$ cat src/rtl/gdt_pkg.sv
package gdt_pkg;

    typedef enum logic [2:0] {
        PH_IDLE      = 3'd0,
        PH_HI_ON     = 3'd1,
        PH_HL_GAP    = 3'd2,
        PH_LO_ON     = 3'd3,
        PH_LH_WAIT   = 3'd4,
        PH_LH_SETTLE = 3'd5
    } phase_e;

    typedef struct packed {
        logic pwm;
        logic run;
        logic node_hi;
        logic node_low;
        logic lgate_off;
    } sense_t;

    typedef struct packed {
        logic hi;
        logic lo;
    } gate_t;

    localparam int unsigned SENSE_W = $bits(sense_t);

    function automatic int unsigned max3(input int unsigned a, input int unsigned b,
                                         input int unsigned c);
        int unsigned m;
        m = (a > b) ? a : b;
        return (m > c) ? m : c;
    endfunction

    function automatic int unsigned width_for(input int unsigned limit);
        return (limit < 2) ? 1 : $clog2(limit + 1);
    endfunction

    function automatic gate_t gate_of(input phase_e ph);
        gate_t g;
        g.hi = (ph == PH_HI_ON);
        g.lo = (ph == PH_LO_ON);
        return g;
    endfunction

endpackage

$ cat src/rtl/gdt_sync.sv
module gdt_sync #(
    parameter int unsigned W      = 5,
    parameter int unsigned STAGES = 2
) (
    input  logic         clk,
    input  logic         rst,
    input  logic [W-1:0] d,
    output logic [W-1:0] q
);
    for (genvar b = 0; b < W; b++) begin : g_bit
        logic [STAGES-1:0] chain;
        always_ff @(posedge clk) begin
            if (rst) chain <= '0;
            else     chain <= {chain[STAGES-2:0], d[b]};
        end
        assign q[b] = chain[STAGES-1];
    end
endmodule

$ cat src/rtl/gdt_timer.sv
module gdt_timer #(
    parameter int unsigned CW = 5
) (
    input  logic          clk,
    input  logic          rst,
    input  logic          clr,
    output logic [CW-1:0] cnt
);
    always_ff @(posedge clk) begin
        if (rst || clr)    cnt <= '0;
        else if (cnt != '1) cnt <= cnt + 1'b1;
    end
endmodule

$ cat src/rtl/gdt_seq.sv
module gdt_seq
    import gdt_pkg::*;
#(
    parameter int unsigned FALLBACK_CYC = 19,
    parameter int unsigned TIMEOUT_CYC  = 24,
    parameter int unsigned SETTLE_CYC   = 3,
    parameter int unsigned CW           = 5
) (
    input  logic          clk,
    input  logic          rst,
    input  sense_t        s,
    input  logic [CW-1:0] cnt,
    output logic          tmr_clr,
    output gate_t         gate
);
    localparam logic [CW-1:0] FB_LAST = CW'(FALLBACK_CYC - 1);
    localparam logic [CW-1:0] TO_LAST = CW'(TIMEOUT_CYC - 1);
    localparam logic [CW-1:0] ST_LAST = CW'(SETTLE_CYC - 1);

    phase_e phase, nxt;
    logic   seen, seen_nxt;
    logic   gap_done;

    always_comb begin
        if (seen) gap_done = s.node_low || (cnt == TO_LAST);
        else      gap_done = (cnt == FB_LAST);
    end

    always_comb begin
        nxt = phase;
        if (!s.run) begin
            nxt = PH_IDLE;
        end else begin
            unique case (phase)
                PH_IDLE:      nxt = s.pwm ? PH_LH_WAIT : PH_HL_GAP;
                PH_HI_ON:     if (!s.pwm) nxt = PH_HL_GAP;
                PH_HL_GAP: begin
                    if (s.pwm)         nxt = PH_LH_WAIT;
                    else if (gap_done) nxt = PH_LO_ON;
                end
                PH_LO_ON:     if (s.pwm) nxt = PH_LH_WAIT;
                PH_LH_WAIT: begin
                    if (!s.pwm)          nxt = PH_HL_GAP;
                    else if (s.lgate_off) nxt = PH_LH_SETTLE;
                end
                PH_LH_SETTLE: begin
                    if (!s.pwm)             nxt = PH_HL_GAP;
                    else if (cnt == ST_LAST) nxt = PH_HI_ON;
                end
                default:      nxt = PH_IDLE;
            endcase
        end
    end

    always_comb begin
        unique case (phase)
            PH_HI_ON:  seen_nxt = seen | s.node_hi;
            PH_HL_GAP: seen_nxt = seen;
            default:   seen_nxt = 1'b0;
        endcase
    end

    assign tmr_clr = (nxt != phase) ||
                     !((phase == PH_HL_GAP) || (phase == PH_LH_SETTLE));

    always_ff @(posedge clk) begin
        if (rst) begin
            phase <= PH_IDLE;
            seen  <= 1'b0;
            gate  <= '0;
        end else begin
            phase <= nxt;
            seen  <= seen_nxt;
            gate  <= gate_of(nxt);
        end
    end

    // the gap counter never passes the limit of its active path
    p_gap_bound_r6: assert property (@(posedge clk) disable iff (rst)
        (phase == PH_HL_GAP) |-> (cnt <= (seen ? TO_LAST : FB_LAST)));

    // a low-side turn-on always comes out of the high-to-low gap
    p_lo_from_gap_r4: assert property (@(posedge clk) disable iff (rst)
        $rose(gate.lo) |-> ($past(phase) == PH_HL_GAP));

    // a high-side turn-on always comes out of the settle wait
    p_hi_from_settle_r7: assert property (@(posedge clk) disable iff (rst)
        $rose(gate.hi) |-> ($past(phase) == PH_LH_SETTLE));
endmodule

$ cat src/rtl/gdt_ctrl.sv
module gdt_ctrl
    import gdt_pkg::*;
#(
    parameter int unsigned FALLBACK_CYC = 19,
    parameter int unsigned TIMEOUT_CYC  = 24,
    parameter int unsigned SETTLE_CYC   = 3,
    parameter int unsigned SYNC_STAGES  = 2
) (
    input  logic clk,
    input  logic rst,
    input  logic pwm_in,
    input  logic dis_n,
    input  logic node_hi,
    input  logic node_low,
    input  logic lg_off,
    output logic hs_en,
    output logic ls_en
);
    localparam int unsigned CW = width_for(max3(FALLBACK_CYC, TIMEOUT_CYC, SETTLE_CYC));

    sense_t        raw, s;
    logic [CW-1:0] cnt;
    logic          tmr_clr;
    gate_t         gate;

    assign raw = '{pwm: pwm_in, run: dis_n, node_hi: node_hi,
                   node_low: node_low, lgate_off: lg_off};

    gdt_sync #(.W(SENSE_W), .STAGES(SYNC_STAGES)) sync_i (
        .clk(clk), .rst(rst), .d(raw), .q(s)
    );

    gdt_timer #(.CW(CW)) timer_i (
        .clk(clk), .rst(rst), .clr(tmr_clr), .cnt(cnt)
    );

    gdt_seq #(
        .FALLBACK_CYC(FALLBACK_CYC), .TIMEOUT_CYC(TIMEOUT_CYC),
        .SETTLE_CYC(SETTLE_CYC), .CW(CW)
    ) seq_i (
        .clk(clk), .rst(rst), .s(s), .cnt(cnt), .tmr_clr(tmr_clr), .gate(gate)
    );

    assign hs_en = gate.hi;
    assign ls_en = gate.lo;

    p_no_overlap_r1: assert property (@(posedge clk) disable iff (rst)
        !(hs_en && ls_en));

    p_disable_off_r2: assert property (@(posedge clk) disable iff (rst)
        !s.run |=> (!hs_en && !ls_en));

    p_ls_gap_r3: assert property (@(posedge clk) disable iff (rst)
        $rose(ls_en) |-> !$past(hs_en));

    p_hs_gap_r7: assert property (@(posedge clk) disable iff (rst)
        $rose(hs_en) |-> !$past(ls_en));
endmodule

$ cat config.mk
export PLATFORM = sky130hd
export DESIGN_NAME = gdt_ctrl
export DESIGN_NICKNAME = d
export VERILOG_FILES = /design/src/rtl/gdt_pkg.sv /design/src/rtl/gdt_sync.sv /design/src/rtl/gdt_timer.sv /design/src/rtl/gdt_seq.sv /design/src/rtl/gdt_ctrl.sv
export SDC_FILE = /design/constraint.sdc
export NUM_CORES = 1
export LEC_CHECK = 0
export ABC_CLOCK_PERIOD_IN_PS = 2100
export BUFFER_PORTS_ARGS = -buffer_cell sky130_fd_sc_hd__buf_2
export CAP_MARGIN = 10
export CORE_MARGIN = 8
export CORE_UTILIZATION = 54
export CTS_CLUSTER_SIZE = 12
export DETAILED_ROUTE_END_ITERATION = 10
export PLACE_DENSITY_LB_ADDON = 0.1
export SLEW_MARGIN = 20
export SYNTH_ARGS = -nofsm -noshare
export SYNTH_HDL_FRONTEND = slang
export SYNTH_HIERARCHICAL = 1
export SYNTH_SLANG_ARGS = --single-unit
$ cat constraint.sdc
create_clock -name clk -period 2.1 [get_ports clk]
set_clock_uncertainty 0.2 [all_clocks]
set_input_delay 0.105 -clock clk [delete_from_list [all_inputs] [get_ports clk]]
set_output_delay 0.105 -clock clk [all_outputs]
set_load 0.02 [all_outputs]
-- Yosys cells after proc, flatten, opt, wreduce, memory -nomap -nowiden
Cells that the tools add are included.
- word-level logic and storage cells: 43
- register bits after elaboration: 21
- reductions and logical operators: 6
- bitwise operators: 1
- multiplexer cells: 13
- equality and inequality tests: 12
- $add $sub $neg: 1
- operators with widths (kind ; number):
    $mux 3 ; 10
    $pmux 3 s6 ; 1
    $eq 5x5->1 const B ; 2
    $eq 3x2->1 const B ; 3
    $eq 3x1->1 const B ; 2
    $eq 3x3->1 const B ; 2
    $add 5x1->5 const B ; 1
    $eq 5x2->1 const B ; 1
    $ne 5x5->1 const B ; 1
    $logic_or 1x1->1 ; 4
    $logic_not 3->1 ; 1
    $ne 3x3->1 ; 1
    $pmux 1 s2 ; 1
    $logic_not 1->1 ; 1
    $mux 1 ; 1
    $or 1x1->1 ; 1

-- Logic depth before layout (Yosys ltp)
Gate-level depths: netlist of the first run.
- word-level depth: 10
- gate-level depth with buffers: 8
- depth with buffers taken out: 7

-- Modules after synthesis
The synthesis of the first run kept the hierarchy.
- modules (own cells, without submodules) (module ; area each (µm²) ; instances ; sequential area each (µm²) ; cells each):
    gdt_seq ; 317.8 ; 1 ; 120.1 ; 36
    gdt_sync ; 300.3 ; 1 ; 200.2 ; 25
    gdt_timer ; 217.7 ; 1 ; 100.1 ; 21

-- Worst setup path before layout of the first run
Ideal clock, no wire load.
- path kind: flip-flop to flip-flop
- from: register timer_i.cnt[0]
- to: register timer_i.cnt[0]
- cell stages (with the launch flop): 7
- path buffers: 0
- setup time: 117 ps
- slack: 249 ps
- arrival: 1534 ps
- period minus slack after synthesis: 1851 ps
- data required time: 1783 ps
- path through: dfxtp_1 > or4b_1 > o21bai_1 > a32oi_1 > a32oi_1 > or2_1 > nor2_1
- cells in the longest elaborated chain, start to end: 10
- elaborated cells on any way between the ends: 16
- those cells by class: add/sub: 1; eq/ne: 5; mux: 7; reduce/logical: 3
- ends and longest elaborated chain (item ; line ; source):
    start, declared ; gdt_timer.sv:7 ; output logic [CW-1:0] cnt
    start signal, assigned ; gdt_timer.sv:11 ; else if (cnt != '1) cnt <= cnt + 1'b1;
    $eq 5x5->1 ; gdt_seq.sv:25 ; if (seen) gap_done = s.node_low || (cnt == TO_LAST);
    $logic_or 1x1->1 ; gdt_seq.sv:25 ;
    $mux 1 ; gdt_seq.sv:25 ;
    $mux 3 ; gdt_seq.sv:39 ; else if (gap_done) nxt = PH_LO_ON;
    $mux 3 ; gdt_seq.sv:38 ; if (s.pwm) nxt = PH_LH_WAIT;
    $pmux 3 s6 * ; gdt_seq.sv:34 ; unique case (phase)
    $mux 3 * ; gdt_seq.sv:31 ; if (!s.run) begin
    $ne 3x3->1 * ; gdt_seq.sv:63 ; assign tmr_clr = (nxt != phase) ||
    $logic_or 1x1->1 * ; gdt_seq.sv:63 ;
    named net tmr_clr ; gdt_ctrl.sv:23 ; logic tmr_clr;
    $logic_or 1x1->1 * ; gdt_timer.sv:10 ; if (rst || clr) cnt <= '0;
The timed path passes the listed nets; every way through them passes the cells marked *.
A chain may end at the register's enable or synchronous reset.

-- Worst setup path after layout of the first run
- from: register timer_i.cnt[0]
- to: register timer_i.cnt[2]
The elaborated chain is that of the path after synthesis.

==> metrics.txt, run 1 <==
# TYPE chip_impl_metric gauge
chip_impl_metric{name="placeableCoreArea",unit="sq um"} 1470
chip_impl_metric{name="synth_warnings",unit=""} 6
chip_impl_metric{name="synth_enable_flop_cells",unit=""} 0
chip_impl_metric{name="cts_resized",unit=""} 0
chip_impl_metric{name="drt_first_iter_violations",unit=""} 10
chip_impl_metric{name="synthesis.instances",unit=""} 82
chip_impl_metric{name="post-dp-hpwl",unit="um"} 878
chip_impl_metric{name="worst_slew_margin_rel",unit=""} 0.816
chip_impl_metric{name="syn_to_final_growth",unit="%"} 19.3
chip_impl_metric{name="gpl.final_weighted_congestion",unit=""} 0.832
chip_impl_metric{name="max_cap_violations",unit=""} 0
chip_impl_metric{name="chipWidth",unit="um"} 55.3
chip_impl_metric{name="vdd_ir_drop_max",unit="V"} 0.000445
chip_impl_metric{name="number_of_antenna_violations_at_the_first_check_in_global_routing",unit=""} 0
chip_impl_metric{name="synth_cell_types",unit=""} 26
chip_impl_info{name="rsz_0062_raised_after_global_routing",value="no"} 1
chip_impl_metric{name="slew_viol_final",unit=""} 0
chip_impl_metric{name="wire_length_of_the_first_global_routing_pass",unit="mm"} 2.37
chip_impl_metric{name="synth-compound-area-share",unit=""} 0.0659
chip_impl_metric{name="critical_path.max_stage_delay",unit="ps"} 550
chip_impl_metric{name="drtPass1Iterations",unit=""} 4
chip_impl_metric{name="syn-num-nets",unit=""} 91
chip_impl_metric{name="cp_data_arrival_time",unit="ps"} 1910
chip_impl_metric{name="routed_wirelength",unit="mm"} 1.29
chip_impl_metric{name="num-fill-cells",unit=""} 116
chip_impl_metric{name="layout.cells.non_filler",unit=""} 116
chip_impl_info{name="end_kind",value="register"} 1
chip_impl_info{name="timing.setup.critical_path_class",value="reg -> reg"} 1
chip_impl_metric{name="dpl_worst_slack",unit="ps"} 203
chip_impl_metric{name="cellPowerDensity",unit="nW/um^2"} 626
chip_impl_metric{name="synth_sequential_area_ratio",unit=""} 0.503
chip_impl_metric{name="synth.mux.area_fraction",unit=""} 0.0359
chip_impl_info{name="leading_cell_types_by_total_area_after_synthesis",value="sky130_fd_sc_hd__dfxtp_1 50%, sky130_fd_sc_hd__nor2b_1 9.0%, sky130_fd_sc_hd__buf_4 4.5%"} 1
chip_impl_info{name="status",value="completed"} 1
chip_impl_metric{name="pin_count",unit=""} 9
chip_impl_metric{name="grt_util_all_layers",unit=""} 0.0920
chip_impl_metric{name="grt_start_max_net_pins",unit=""} 17
chip_impl_metric{name="ys_async_sr_fraction",unit=""} 0
chip_impl_metric{name="routed_wire_length_per_instance",unit="um"} 11.1
chip_impl_info{name="main_combinational_cell_family_by_area_after_synthesis",value="simple AND/OR/NAND/NOR gates"} 1
chip_impl_metric{name="vias",unit=""} 571
chip_impl_metric{name="final_layout_size_suffix_gt1_frac",unit=""} 0.140
chip_impl_metric{name="yosys.area_share.xor_xnor",unit=""} 0.0419
chip_impl_metric{name="drc",unit=""} 0
chip_impl_metric{name="clock_latency_on_the_worst_skew_pair",unit="ps"} 280
chip_impl_info{name="final_common_cell",value="sky130_fd_sc_hd__dfxtp_1"} 1
chip_impl_metric{name="number_of_placement_rows",unit=""} 14
chip_impl_metric{name="finalHoldWorstSlack",unit="ps"} 246
chip_impl_info{name="critPathLaunchType",value="register"} 1
chip_impl_metric{name="layout_min_cycle_time",unit="ps"} 1920
chip_impl_metric{name="synth_simple_gate_area_frac",unit=""} 0.263
chip_impl_metric{name="worstPathBufferInverterCount",unit=""} 0
chip_impl_metric{name="clkTransAtPathRegs",unit="ps"} 100
chip_impl_info{name="min_path_type",value="reg -> reg"} 1
chip_impl_info{name="commonest_cells_after_routing_fill_and_taps_aside",value="21 x sky130_fd_sc_hd__dfxtp_1, 12 x sky130_fd_sc_hd__nor2b_1, 11 x sky130_fd_sc_hd__dlygate4sd3_1"} 1
chip_impl_metric{name="critical_path_peak_fanout",unit=""} 5
chip_impl_metric{name="detail-route-antenna-nets",unit=""} 0
chip_impl_info{name="crit_path_cell_trace",value="or4b_1, o21bai_1, a32oi_1, a32oi_1, or2_1, nor2_1"} 1
chip_impl_metric{name="yosysTopAreaCellShare",unit=""} 0.503
chip_impl_metric{name="finalNetCount",unit=""} 110
chip_impl_metric{name="insertedDiodeCount",unit=""} 0
chip_impl_metric{name="placement.io_buffers",unit=""} 8
chip_impl_metric{name="syn_avg_cell_area",unit="sq um"} 10.2
chip_impl_info{name="slowest_stage",value="sky130_fd_sc_hd__or4b_1"} 1
chip_impl_metric{name="effective_utilization_at_floorplan",unit=""} 0.568
chip_impl_metric{name="data_required_time_at_the_worst_endpoint",unit="ps"} 2080
chip_impl_metric{name="ys_ff_latch",unit=""} 21
chip_impl_metric{name="cts_max_path_buffers",unit=""} 2
chip_impl_metric{name="grt_pass1_vias",unit=""} 563
chip_impl_metric{name="h_tree_levels",unit=""} 1
chip_impl_info{name="tritoncts_clock_tree",value="built"} 1
chip_impl_metric{name="setup_tns",unit="ps"} 0
chip_impl_metric{name="viasPerCell",unit=""} 4.92
chip_impl_metric{name="report.final.setup_viol",unit=""} 0
chip_impl_metric{name="fin_crit_sh",unit=""} 0.916
chip_impl_metric{name="synth_fa_ha_area_frac",unit=""} 0.0299
chip_impl_metric{name="total_leakage_power",unit="nW"} 0.406
chip_impl_metric{name="maxClockFrequency",unit="GHz"} 0.520
chip_impl_metric{name="r2r_setup_slk",unit="ps"} 180
chip_impl_metric{name="postCtsHoldBufs",unit=""} 11
chip_impl_info{name="clockRootBuffer",value="sky130_fd_sc_hd__clkbuf_4"} 1
chip_impl_info{name="crit_top_cell",value="sky130_fd_sc_hd__a32oi_1"} 1
chip_impl_info{name="path_delay_family",value="simple AND/OR/NAND/NOR gates"} 1
chip_impl_metric{name="place.detailed.instances",unit=""} 101
chip_impl_metric{name="finalHoldViolations",unit=""} 0
chip_impl_metric{name="post_synth_instance_area",unit="sq um"} 836
chip_impl_metric{name="die_y",unit="um"} 55.3
chip_impl_metric{name="cts.sinks",unit=""} 21
chip_impl_metric{name="cts_setup_buffers",unit=""} 0
chip_impl_info{name="synth.largest_area_cell",value="sky130_fd_sc_hd__dfxtp_1"} 1
chip_impl_metric{name="design.die.area",unit="sq um"} 3060
chip_impl_metric{name="layout_setup_ws",unit="ps"} 177
chip_impl_metric{name="globalRoute.totalOverflow",unit=""} 0
chip_impl_metric{name="clock_buffer_count_from_cts",unit=""} 3
chip_impl_info{name="synthFlopType",value="sky130_fd_sc_hd__dfxtp_1"} 1
chip_impl_metric{name="post-layout-total-power",unit="mW"} 0.624
chip_impl_metric{name="tightestPinTransition",unit="ps"} 275
-- worst register-to-register path, cell delays in order (launching register included) --
cell and delay [ps]:
sky130_fd_sc_hd__dfxtp_1 360, sky130_fd_sc_hd__or4b_1 550, sky130_fd_sc_hd__o21bai_1 140, sky130_fd_sc_hd__a32oi_1 130, sky130_fd_sc_hd__a32oi_1 170, sky130_fd_sc_hd__or2_1 210
sky130_fd_sc_hd__nor2_1 70
-- report_power, final --
group / switching (mW) / total (mW) / leakage (nW) / internal [mW]
clock: 0.103 / 0.176 / 0.0150 / 0.0736
combinational: 0.0118 / 0.0357 / 0.219 / 0.0240
sequential: 0.00458 / 0.412 / 0.171 / 0.408
-- per-stage QoR --
step           cell area (sq um)  utilization
3_5_place_dp                 861        0.585
6_report                     997        0.678
4_1_cts                      997        0.678
2_1_floorplan                836            -
5_1_grt                      997        0.678
3_3_place_gp                 861        0.585
-- sequential cells by signal (all words and copies together), names as in the netlist --
register and count:
seq_i/gate 2, seq_i/phase 3, seq_i/seen 1, sync_i/g_bit.chain 10, timer_i/cnt 5
-- final timing paths --
check,startpoint,endpoint,cells after the start
setup / recovery,timer_i/cnt[0],timer_i/cnt[2],6
hold reg to reg,sync_i/g_bit[1].chain[0],sync_i/g_bit[1].chain[1],1
hold / removal,sync_i/g_bit[1].chain[0],sync_i/g_bit[1].chain[1],1
setup reg to reg,timer_i/cnt[0],timer_i/cnt[2],6
-- cell usage after synthesis, types with 3 or more instances --
library cell / n
sky130_fd_sc_hd__dfxtp_1: 21
sky130_fd_sc_hd__xor2_1: 3
sky130_fd_sc_hd__nand2_1: 3
sky130_fd_sc_hd__buf_4: 5
sky130_fd_sc_hd__mux2i_1: 3
sky130_fd_sc_hd__nor2b_1: 12
sky130_fd_sc_hd__nor2_1: 8
-- area by class of cell --
type	count	area [sq um]	share of cell area
well taps	16	20.0	0.0201
flip-flops and latches	21	420	0.422
repair buffers	20	158	0.158
inverters	2	7.51	0.00753
multi-input cells	53	365	0.366
clock buffers	4	26.3	0.0263
-- kinds of logic (layout without fill, tap and decap cells) --
kind of cell	after synthesis	after routing
XOR/XNOR	4	4
AND/OR/NAND/NOR	36	36
multiplexers	3	3
buffers and inverters	8	26
flip-flops	21	21
AO/OA/AOI/OAI	8	8
adder cells (fa/ha/maj)	2	2
-- per-layer routing --
metal,up-vias,track usage,part of all wire
met4,0,0.0423,0.010
met5,-,0,0
met1,249,0.106,0.50
met3,2,0.0320,0.032
met2,8,0.147,0.45
li1,312,-,-
Note: power is estimated with default switching activity, not from simulation.
==> run 2: changes to the inputs <==
--- a/config.mk
+++ b/config.mk
@@ -5,14 +5,17 @@
 export SDC_FILE = /design/constraint.sdc
 export NUM_CORES = 1
 export LEC_CHECK = 0
+export ABC_AREA = 1
 export ABC_CLOCK_PERIOD_IN_PS = 2100
 export BUFFER_PORTS_ARGS = -buffer_cell sky130_fd_sc_hd__buf_2
 export CAP_MARGIN = 10
 export CORE_MARGIN = 8
-export CORE_UTILIZATION = 54
+export CORE_UTILIZATION = 55
 export CTS_CLUSTER_SIZE = 12
 export DETAILED_ROUTE_END_ITERATION = 10
 export PLACE_DENSITY_LB_ADDON = 0.1
+export RECOVER_POWER = 100
+export SKIP_CTS_REPAIR_TIMING = 1
 export SLEW_MARGIN = 20
 export SYNTH_ARGS = -nofsm -noshare
 export SYNTH_HDL_FRONTEND = slang
==> run 2 against run 1 <==
Critical path type is now in -> reg. Cell count increased by 37%. Worst hold slack lost 38 ps. Sequential power barely moved. Utilization decreased by 3.5 points. Global-route usage increased by 1.3 points.
==> metrics.txt, run 2 <==
# TYPE chip_impl_metric gauge
chip_impl_info{name="count_leader_synth",value="sky130_fd_sc_hd__nor2_1"} 1
chip_impl_metric{name="wire_length_of_the_first_global_routing_pass",unit="mm"} 2.79
chip_impl_metric{name="viasPerCell",unit=""} 4.78
chip_impl_metric{name="syn_avg_cell_area",unit="sq um"} 7.54
chip_impl_metric{name="drt_first_iter_violations",unit=""} 12
chip_impl_metric{name="final_layout_size_suffix_gt1_frac",unit=""} 0.134
chip_impl_metric{name="number_of_antenna_violations_at_the_first_check_in_global_routing",unit=""} 0
chip_impl_metric{name="die_y",unit="um"} 57.6
chip_impl_metric{name="clkTransAtPathRegs",unit="ps"} 120
chip_impl_metric{name="report.final.setup_viol",unit=""} 0
chip_impl_metric{name="synth_sequential_area_ratio",unit=""} 0.443
chip_impl_metric{name="fin_crit_sh",unit=""} 0.880
chip_impl_info{name="status",value="completed"} 1
chip_impl_metric{name="vdd_ir_drop_max",unit="V"} 0.000362
chip_impl_info{name="synthFlopType",value="sky130_fd_sc_hd__dfxtp_1"} 1
chip_impl_metric{name="globalRoute.totalOverflow",unit=""} 0
chip_impl_metric{name="layout_min_cycle_time",unit="ps"} 1850
chip_impl_metric{name="cts_max_path_buffers",unit=""} 2
chip_impl_metric{name="synth_warnings",unit=""} 6
chip_impl_metric{name="dpl_worst_slack",unit="ps"} 345
chip_impl_info{name="tritoncts_clock_tree",value="built"} 1
chip_impl_metric{name="layout_setup_ws",unit="ps"} 252
chip_impl_info{name="synth_top_cells_by_count",value="23 x sky130_fd_sc_hd__nor2_1, 21 x sky130_fd_sc_hd__dfxtp_1, 21 x sky130_fd_sc_hd__inv_1"} 1
chip_impl_info{name="min_path_type",value="reg -> reg"} 1
chip_impl_metric{name="setup_tns",unit="ps"} 0
chip_impl_metric{name="finalHoldWorstSlack",unit="ps"} 208
chip_impl_metric{name="routed_wire_length_per_instance",unit="um"} 10.5
chip_impl_metric{name="worstPathBufferInverterCount",unit=""} 3
chip_impl_metric{name="placed_cell_area",unit="sq um"} 951
chip_impl_metric{name="synth_enable_flop_cells",unit=""} 0
chip_impl_metric{name="placeableCoreArea",unit="sq um"} 1670
chip_impl_metric{name="finalHoldViolations",unit=""} 0
chip_impl_metric{name="design.die.area",unit="sq um"} 3310
chip_impl_metric{name="clock_latency_on_the_worst_skew_pair",unit="ps"} 310
chip_impl_info{name="end_kind",value="register"} 1
chip_impl_metric{name="detail-route-antenna-nets",unit=""} 0
chip_impl_metric{name="grt_pass1_vias",unit=""} 706
chip_impl_metric{name="ys_ff_latch",unit=""} 21
chip_impl_info{name="synth.largest_area_cell",value="sky130_fd_sc_hd__dfxtp_1"} 1
chip_impl_metric{name="yosysTopAreaCellShare",unit=""} 0.443
chip_impl_info{name="crit_path_cell_trace",value="dlygate4sd3_1, clkbuf_1, nor2_1, dlygate4sd3_1"} 1
chip_impl_metric{name="insertedDiodeCount",unit=""} 0
chip_impl_metric{name="post_synth_instance_area",unit="sq um"} 950
chip_impl_metric{name="gpl.final_weighted_congestion",unit=""} 0.750
chip_impl_info{name="path_delay_family",value="buffers and inverters"} 1
chip_impl_metric{name="grt_util_all_layers",unit=""} 0.105
chip_impl_metric{name="place.detailed.instances",unit=""} 144
chip_impl_metric{name="max_cap_violations",unit=""} 0
chip_impl_info{name="crit_top_cell",value="sky130_fd_sc_hd__dlygate4sd3_1"} 1
chip_impl_metric{name="critical_path_peak_fanout",unit=""} 15
chip_impl_metric{name="layout.cells.non_filler",unit=""} 159
chip_impl_metric{name="cts.sinks",unit=""} 21
chip_impl_metric{name="syn-num-nets",unit=""} 135
chip_impl_info{name="commonest_cells_after_routing_fill_and_taps_aside",value="24 x sky130_fd_sc_hd__nor2_1, 21 x sky130_fd_sc_hd__inv_1, 21 x sky130_fd_sc_hd__dfxtp_1"} 1
chip_impl_metric{name="synth_cell_types",unit=""} 22
chip_impl_metric{name="ys_async_sr_fraction",unit=""} 0
chip_impl_metric{name="h_tree_levels",unit=""} 1
chip_impl_metric{name="clock_buffer_count_from_cts",unit=""} 3
chip_impl_metric{name="data_required_time_at_the_worst_endpoint",unit="ps"} 2110
chip_impl_metric{name="slew_viol_final",unit=""} 0
chip_impl_info{name="largest_registers",value="sync_i/g_bit.chain: 10 flops, timer_i/cnt: 5 flops, seq_i/phase: 3 flops"} 1
chip_impl_metric{name="critical_path.max_stage_delay",unit="ps"} 580
chip_impl_metric{name="multiInputGateArea",unit="sq um"} 364
chip_impl_metric{name="maxClockFrequency",unit="GHz"} 0.541
chip_impl_metric{name="area.sequential",unit="sq um"} 420
chip_impl_metric{name="final_design_area_no_fill",unit="sq um"} 1070
chip_impl_metric{name="post-dp-hpwl",unit="mm"} 1.11
chip_impl_info{name="timing.setup.critical_path_class",value="in -> reg"} 1
chip_impl_info{name="registers.top_by_ff_count",value="sync_i/g_bit.chain"} 1
chip_impl_metric{name="pin_count",unit=""} 9
chip_impl_metric{name="drc",unit=""} 0
chip_impl_metric{name="largest_register_ffs",unit=""} 10
chip_impl_metric{name="cp_data_arrival_time",unit="ps"} 1860
chip_impl_metric{name="total_leakage_power",unit="nW"} 0.492
chip_impl_metric{name="layout.core_utilization",unit=""} 0.643
chip_impl_info{name="leading_cell_types_by_total_area_after_synthesis",value="sky130_fd_sc_hd__dfxtp_1 44%, sky130_fd_sc_hd__nor2_1 9.1%, sky130_fd_sc_hd__inv_1 8.3%"} 1
chip_impl_metric{name="effective_utilization_at_floorplan",unit=""} 0.569
chip_impl_metric{name="routed_wirelength",unit="mm"} 1.66
chip_impl_metric{name="tightestPinTransition",unit="ps"} 702
chip_impl_metric{name="worst_slew_margin_rel",unit=""} 0.532
chip_impl_metric{name="chipWidth",unit="um"} 57.6
chip_impl_metric{name="synthesis.instances",unit=""} 126
chip_impl_metric{name="grt_start_max_net_pins",unit=""} 16
chip_impl_info{name="final_common_cell",value="sky130_fd_sc_hd__nor2_1"} 1
chip_impl_metric{name="drtPass1Iterations",unit=""} 4
chip_impl_metric{name="vias",unit=""} 760
chip_impl_info{name="rsz_0062_raised_after_global_routing",value="no"} 1
chip_impl_metric{name="num-fill-cells",unit=""} 142
chip_impl_info{name="clockRootBuffer",value="sky130_fd_sc_hd__clkbuf_4"} 1
chip_impl_metric{name="placement.io_buffers",unit=""} 8
chip_impl_metric{name="syn_to_final_growth",unit="%"} 13.0
chip_impl_metric{name="cellPowerDensity",unit="nW/um^2"} 607
chip_impl_info{name="slowest_stage",value="sky130_fd_sc_hd__dlygate4sd3_1"} 1
chip_impl_metric{name="finalNetCount",unit=""} 152
chip_impl_metric{name="post-layout-total-power",unit="mW"} 0.651
chip_impl_metric{name="number_of_placement_rows",unit=""} 15
chip_impl_info{name="critPathLaunchType",value="input pin"} 1
[run 2: path summary, 6_finish.rpt]
check | from | to | slack [ps] | cells past startpoint
max | rst | sync_i/g_bit[4].chain[0] | 250 | 4
min | sync_i/g_bit[1].chain[0] | sync_i/g_bit[1].chain[1] | 210 | 2
max reg2reg | timer_i/cnt[2] | timer_i/cnt[4] | 300 | 12
min reg2reg | sync_i/g_bit[1].chain[0] | sync_i/g_bit[1].chain[1] | 210 | 2
[run 2: tightest hold or removal path, stage by stage (launching register included)]
cell	delay [ps]
sky130_fd_sc_hd__dfxtp_1	310
sky130_fd_sc_hd__inv_1	40
sky130_fd_sc_hd__nor2_1	30
[run 2: layout make-up]
type | instances | area share
Inverter | 25 | 0.0874
Clock inverter | 1 | 0.00466
Tap cell | 17 | 0.0198
Timing Repair Buffer | 19 | 0.136
Clock buffer | 3 | 0.0210
Multi-Input combinational cell | 73 | 0.339
Sequential cell | 21 | 0.392
[run 2: cells by family (layout without fill, tap and decap cells)]
| group | count (synthesis) | count (layout) | share of synthesized area |
|---|---|---|---|
| AND/OR/NAND/NOR | 61 | 61 | 0.308 |
| buffers and inverters | 32 | 48 | 0.162 |
| flip-flops | 21 | 21 | 0.443 |
| AO/OA/AOI/OAI | 10 | 10 | 0.0606 |
| adder cells (fa/ha/maj) | 2 | 2 | 0.0263 |
[run 2: where the power goes]
group          total, mW  switching (mW)  internal, mW  leakage [nW]
Sequential         0.413         0.00477         0.408         0.171
Clock              0.194           0.123        0.0711        0.0177
Combinational     0.0441          0.0199        0.0242         0.303
Total              0.651           0.148         0.504         0.492
[run 2: per-layer routing]
metal,up-vias,share of wire,global-route usage
li1,406,-,-
met1,329,0.48,0.126
met2,21,0.45,0.170
met3,4,0.052,0.0224
met4,0,0.016,0.0536
met5,-,0,0
==> run 3: changes to the inputs <==
--- a/config.mk
+++ b/config.mk
@@ -13,6 +13,7 @@
 export CORE_UTILIZATION = 55
 export CTS_CLUSTER_SIZE = 12
 export DETAILED_ROUTE_END_ITERATION = 10
+export HOLD_SLACK_MARGIN = 0.08
 export PLACE_DENSITY_LB_ADDON = 0.1
 export RECOVER_POWER = 100
 export SKIP_CTS_REPAIR_TIMING = 1
==> constraint.sdc (replaced) <==
create_clock -name clk -period 2.1 [get_ports clk]
set_clock_uncertainty 0.2 [all_clocks]
set_input_delay 0.42 -clock clk [delete_from_list [all_inputs] [get_ports clk]]
set_output_delay 0.42 -clock clk [all_outputs]
set_load 0.02 [all_outputs]
==> run 3 against run 2 <==
Sequential share of layout area increased by 4.5 points. Power decreased by 2.6%. Combinational power decreased by 36%. First-iteration DRC count increased by 17%. Worst setup slack improved by 56 ps. Non-clock buffer count decreased by 11. Wire length decreased by 7.2%. Sequential power about the same. Largest cell class unchanged. Clock-buffer cell count unchanged. Die area unchanged. Maximum frequency increased by 3.1%. Utilization decreased by 6.6 points.
==> metrics.txt, run 3 (synthesized netlist as in run 2, its figures left out) <==
# TYPE chip_impl_metric gauge
chip_impl_metric{name="pin_count",unit=""} 9
chip_impl_metric{name="clkTransAtPathRegs",unit="ps"} 120
chip_impl_info{name="critPathLaunchType",value="register"} 1
chip_impl_info{name="rsz_0062_raised_after_global_routing",value="no"} 1
chip_impl_metric{name="h_tree_levels",unit=""} 1
chip_impl_info{name="rr_endpoint",value="timer_i/cnt[1]"} 1
chip_impl_metric{name="cts_max_path_buffers",unit=""} 2
chip_impl_info{name="largest_registers",value="sync_i/g_bit.chain: 10 flops, timer_i/cnt: 5 flops, seq_i/phase: 3 flops"} 1
chip_impl_metric{name="area.sequential",unit="sq um"} 420
chip_impl_metric{name="maxClockFrequency",unit="GHz"} 0.558
chip_impl_metric{name="number_of_antenna_violations_at_the_first_check_in_global_routing",unit=""} 0
chip_impl_metric{name="holdPathStages",unit=""} 3
chip_impl_info{name="whs_endpoint",value="sync_i/g_bit[3].chain[0]"} 1
chip_impl_metric{name="layout_min_cycle_time",unit="ps"} 1790
chip_impl_metric{name="r2r_cell_count",unit=""} 12
chip_impl_metric{name="viasPerCell",unit=""} 4.88
chip_impl_info{name="end_kind",value="register"} 1
chip_impl_metric{name="vias",unit=""} 722
chip_impl_metric{name="clockPowerShare",unit=""} 0.305
chip_impl_metric{name="worst_slew_margin_rel",unit=""} 0.538
chip_impl_metric{name="detail-route-antenna-nets",unit=""} 0
chip_impl_metric{name="cts.sinks",unit=""} 21
chip_impl_metric{name="number_of_placement_rows",unit=""} 15
chip_impl_metric{name="finalNetCount",unit=""} 141
chip_impl_metric{name="die_y",unit="um"} 57.6
chip_impl_metric{name="fin_crit_sh",unit=""} 0.853
chip_impl_metric{name="grt_util_all_layers",unit=""} 0.105
chip_impl_metric{name="insertedDiodeCount",unit=""} 0
chip_impl_metric{name="report.final.setup_viol",unit=""} 0
chip_impl_metric{name="chipWidth",unit="um"} 57.6
chip_impl_metric{name="vdd_ir_drop_max",unit="V"} 0.000429
chip_impl_metric{name="critical_path.max_stage_delay",unit="ps"} 460
chip_impl_metric{name="gpl.final_weighted_congestion",unit=""} 0.750
chip_impl_info{name="worst_hold_startpoint",value="dis_n"} 1
chip_impl_info{name="status",value="completed"} 1
chip_impl_metric{name="drt_first_iter_violations",unit=""} 14
chip_impl_metric{name="data_required_time_at_the_worst_endpoint",unit="ps"} 2150
chip_impl_metric{name="wire_length_of_the_first_global_routing_pass",unit="mm"} 2.79
chip_impl_metric{name="routed_wirelength",unit="mm"} 1.54
chip_impl_metric{name="placement.io_buffers",unit=""} 8
chip_impl_metric{name="netSwitchingFraction",unit=""} 0.227
chip_impl_info{name="tritoncts_clock_tree",value="built"} 1
chip_impl_metric{name="tightestPinTransition",unit="ps"} 694
chip_impl_info{name="min_path_type",value="in -> reg"} 1
chip_impl_metric{name="cellPowerDensity",unit="nW/um^2"} 658
chip_impl_metric{name="syn_to_final_growth",unit="%"} 1.45
chip_impl_metric{name="layout_setup_ws",unit="ps"} 308
chip_impl_metric{name="power.switching",unit="mW"} 0.144
chip_impl_metric{name="dpl_worst_slack",unit="ps"} 345
chip_impl_info{name="worst_r2r_startpoint",value="timer_i/cnt[2]"} 1
chip_impl_metric{name="clock_buffer_count_from_cts",unit=""} 3
chip_impl_metric{name="intPower",unit="mW"} 0.490
chip_impl_metric{name="finalHoldViolations",unit=""} 0
chip_impl_info{name="slowest_stage",value="sky130_fd_sc_hd__dfxtp_1"} 1
chip_impl_metric{name="drtPass1Iterations",unit=""} 4
chip_impl_metric{name="largest_register_ffs",unit=""} 10
chip_impl_info{name="final_common_cell",value="sky130_fd_sc_hd__nor2_1"} 1
chip_impl_info{name="timing.setup.critical_path_class",value="reg -> reg"} 1
chip_impl_metric{name="cp_data_arrival_time",unit="ps"} 1840
chip_impl_info{name="clockRootBuffer",value="sky130_fd_sc_hd__clkbuf_4"} 1
chip_impl_info{name="registers.top_by_ff_count",value="sync_i/g_bit.chain"} 1
chip_impl_metric{name="drc",unit=""} 0
chip_impl_info{name="crit_top_cell",value="sky130_fd_sc_hd__nand2_1"} 1
chip_impl_metric{name="grt_pass1_vias",unit=""} 706
chip_impl_metric{name="max_cap_violations",unit=""} 0
chip_impl_metric{name="placeableCoreArea",unit="sq um"} 1670
chip_impl_metric{name="setup_tns",unit="ps"} 0
chip_impl_metric{name="final_layout_size_suffix_gt1_frac",unit=""} 0.145
chip_impl_metric{name="num-fill-cells",unit=""} 161
chip_impl_metric{name="effective_utilization_at_floorplan",unit=""} 0.569
chip_impl_metric{name="critical_path_peak_fanout",unit=""} 6
chip_impl_metric{name="r2r_setup_slk",unit="ps"} 310
chip_impl_metric{name="sequential_share_of_power",unit=""} 0.651
chip_impl_metric{name="routed_wire_length_per_instance",unit="um"} 10.4
chip_impl_info{name="commonest_cells_after_routing_fill_and_taps_aside",value="24 x sky130_fd_sc_hd__nor2_1, 21 x sky130_fd_sc_hd__inv_1, 21 x sky130_fd_sc_hd__dfxtp_1"} 1
chip_impl_metric{name="post-dp-hpwl",unit="mm"} 1.11
chip_impl_metric{name="globalRoute.totalOverflow",unit=""} 0
chip_impl_metric{name="pwr-share-comb",unit=""} 0.044
chip_impl_info{name="crit_path_cell_trace",value="inv_1, nor2_1, nand3b_1, nand2_1, nand3_1, nand2_1, nand2_1, nand2_1, nand4_1, nor2_4, o21ai_0, nor2_1"} 1
chip_impl_metric{name="multiInputGateArea",unit="sq um"} 364
chip_impl_metric{name="grt_start_max_net_pins",unit=""} 16
chip_impl_metric{name="clock_latency_on_the_worst_skew_pair",unit="ps"} 300
chip_impl_metric{name="slew_viol_final",unit=""} 0
chip_impl_metric{name="design.die.area",unit="sq um"} 3310
chip_impl_metric{name="total_leakage_power",unit="nW"} 0.439
## run 3: cell type report
type / instances / area share
flip-flops and latches: 21 / 0.436
multi-input cells: 73 / 0.378
inverters: 25 / 0.0974
repair buffers: 8 / 0.0377
clock buffers: 3 / 0.0234
well taps: 17 / 0.0221
clock inverters: 1 / 0.00519
## run 3: critical path, delay by kind of cell (launching register included)
kind | cells | cell delay [ps]
flip-flops | 1 | 460
AND/OR/NAND/NOR | 10 | 910
buffers and inverters | 1 | 60
AO/OA/AOI/OAI | 1 | 110
## run 3: how the worst max path moves through the flow
stage,startpoint,endpoint,slack [ps],cells after the start
floorplan,seq_i/phase[2],timer_i/cnt[1],530,10
global placement,timer_i/cnt[2],timer_i/cnt[0],380,12
detailed placement,timer_i/cnt[2],timer_i/cnt[1],340,12
CTS,timer_i/cnt[2],timer_i/cnt[1],290,12
global route,timer_i/cnt[2],timer_i/cnt[0],90,12
finish,timer_i/cnt[2],timer_i/cnt[1],310,12
## run 3: metal layers
metal	up-vias	share of wire	GRT usage
met4	0	0.021	0.0536
met3	5	0.061	0.0224
met1	310	0.48	0.126
met5	-	0	0
met2	23	0.44	0.170
li1	384	-	-
## run 3: power groups by stage
stage               clock network [mW]  registers, mW  logic, mW
CTS                              0.206          0.413     0.0297
global placement                     0          0.422     0.0286
global route                     0.217          0.415     0.0329
detailed placement                   0          0.422     0.0295
floorplan                            0          0.420     0.0268
finish                           0.193          0.413     0.0281
## run 3: per-stage QoR
| step | hold WS (ps) | instances | utilization | instance area [sq um] | total power [mW] |
|---|---|---|---|---|---|
| 2_1_floorplan | 188 | 126 | - | 950 | 0.447 |
| 5_1_grt | 94.7 | 148 | 0.577 | 963 | 0.664 |
| 3_3_place_gp | 189 | 144 | 0.569 | 951 | 0.451 |
| 4_1_cts | 89.2 | 148 | 0.586 | 978 | 0.648 |
| 6_report | 105 | 148 | 0.577 | 963 | 0.634 |
| 3_5_place_dp | 195 | 144 | 0.569 | 951 | 0.452 |
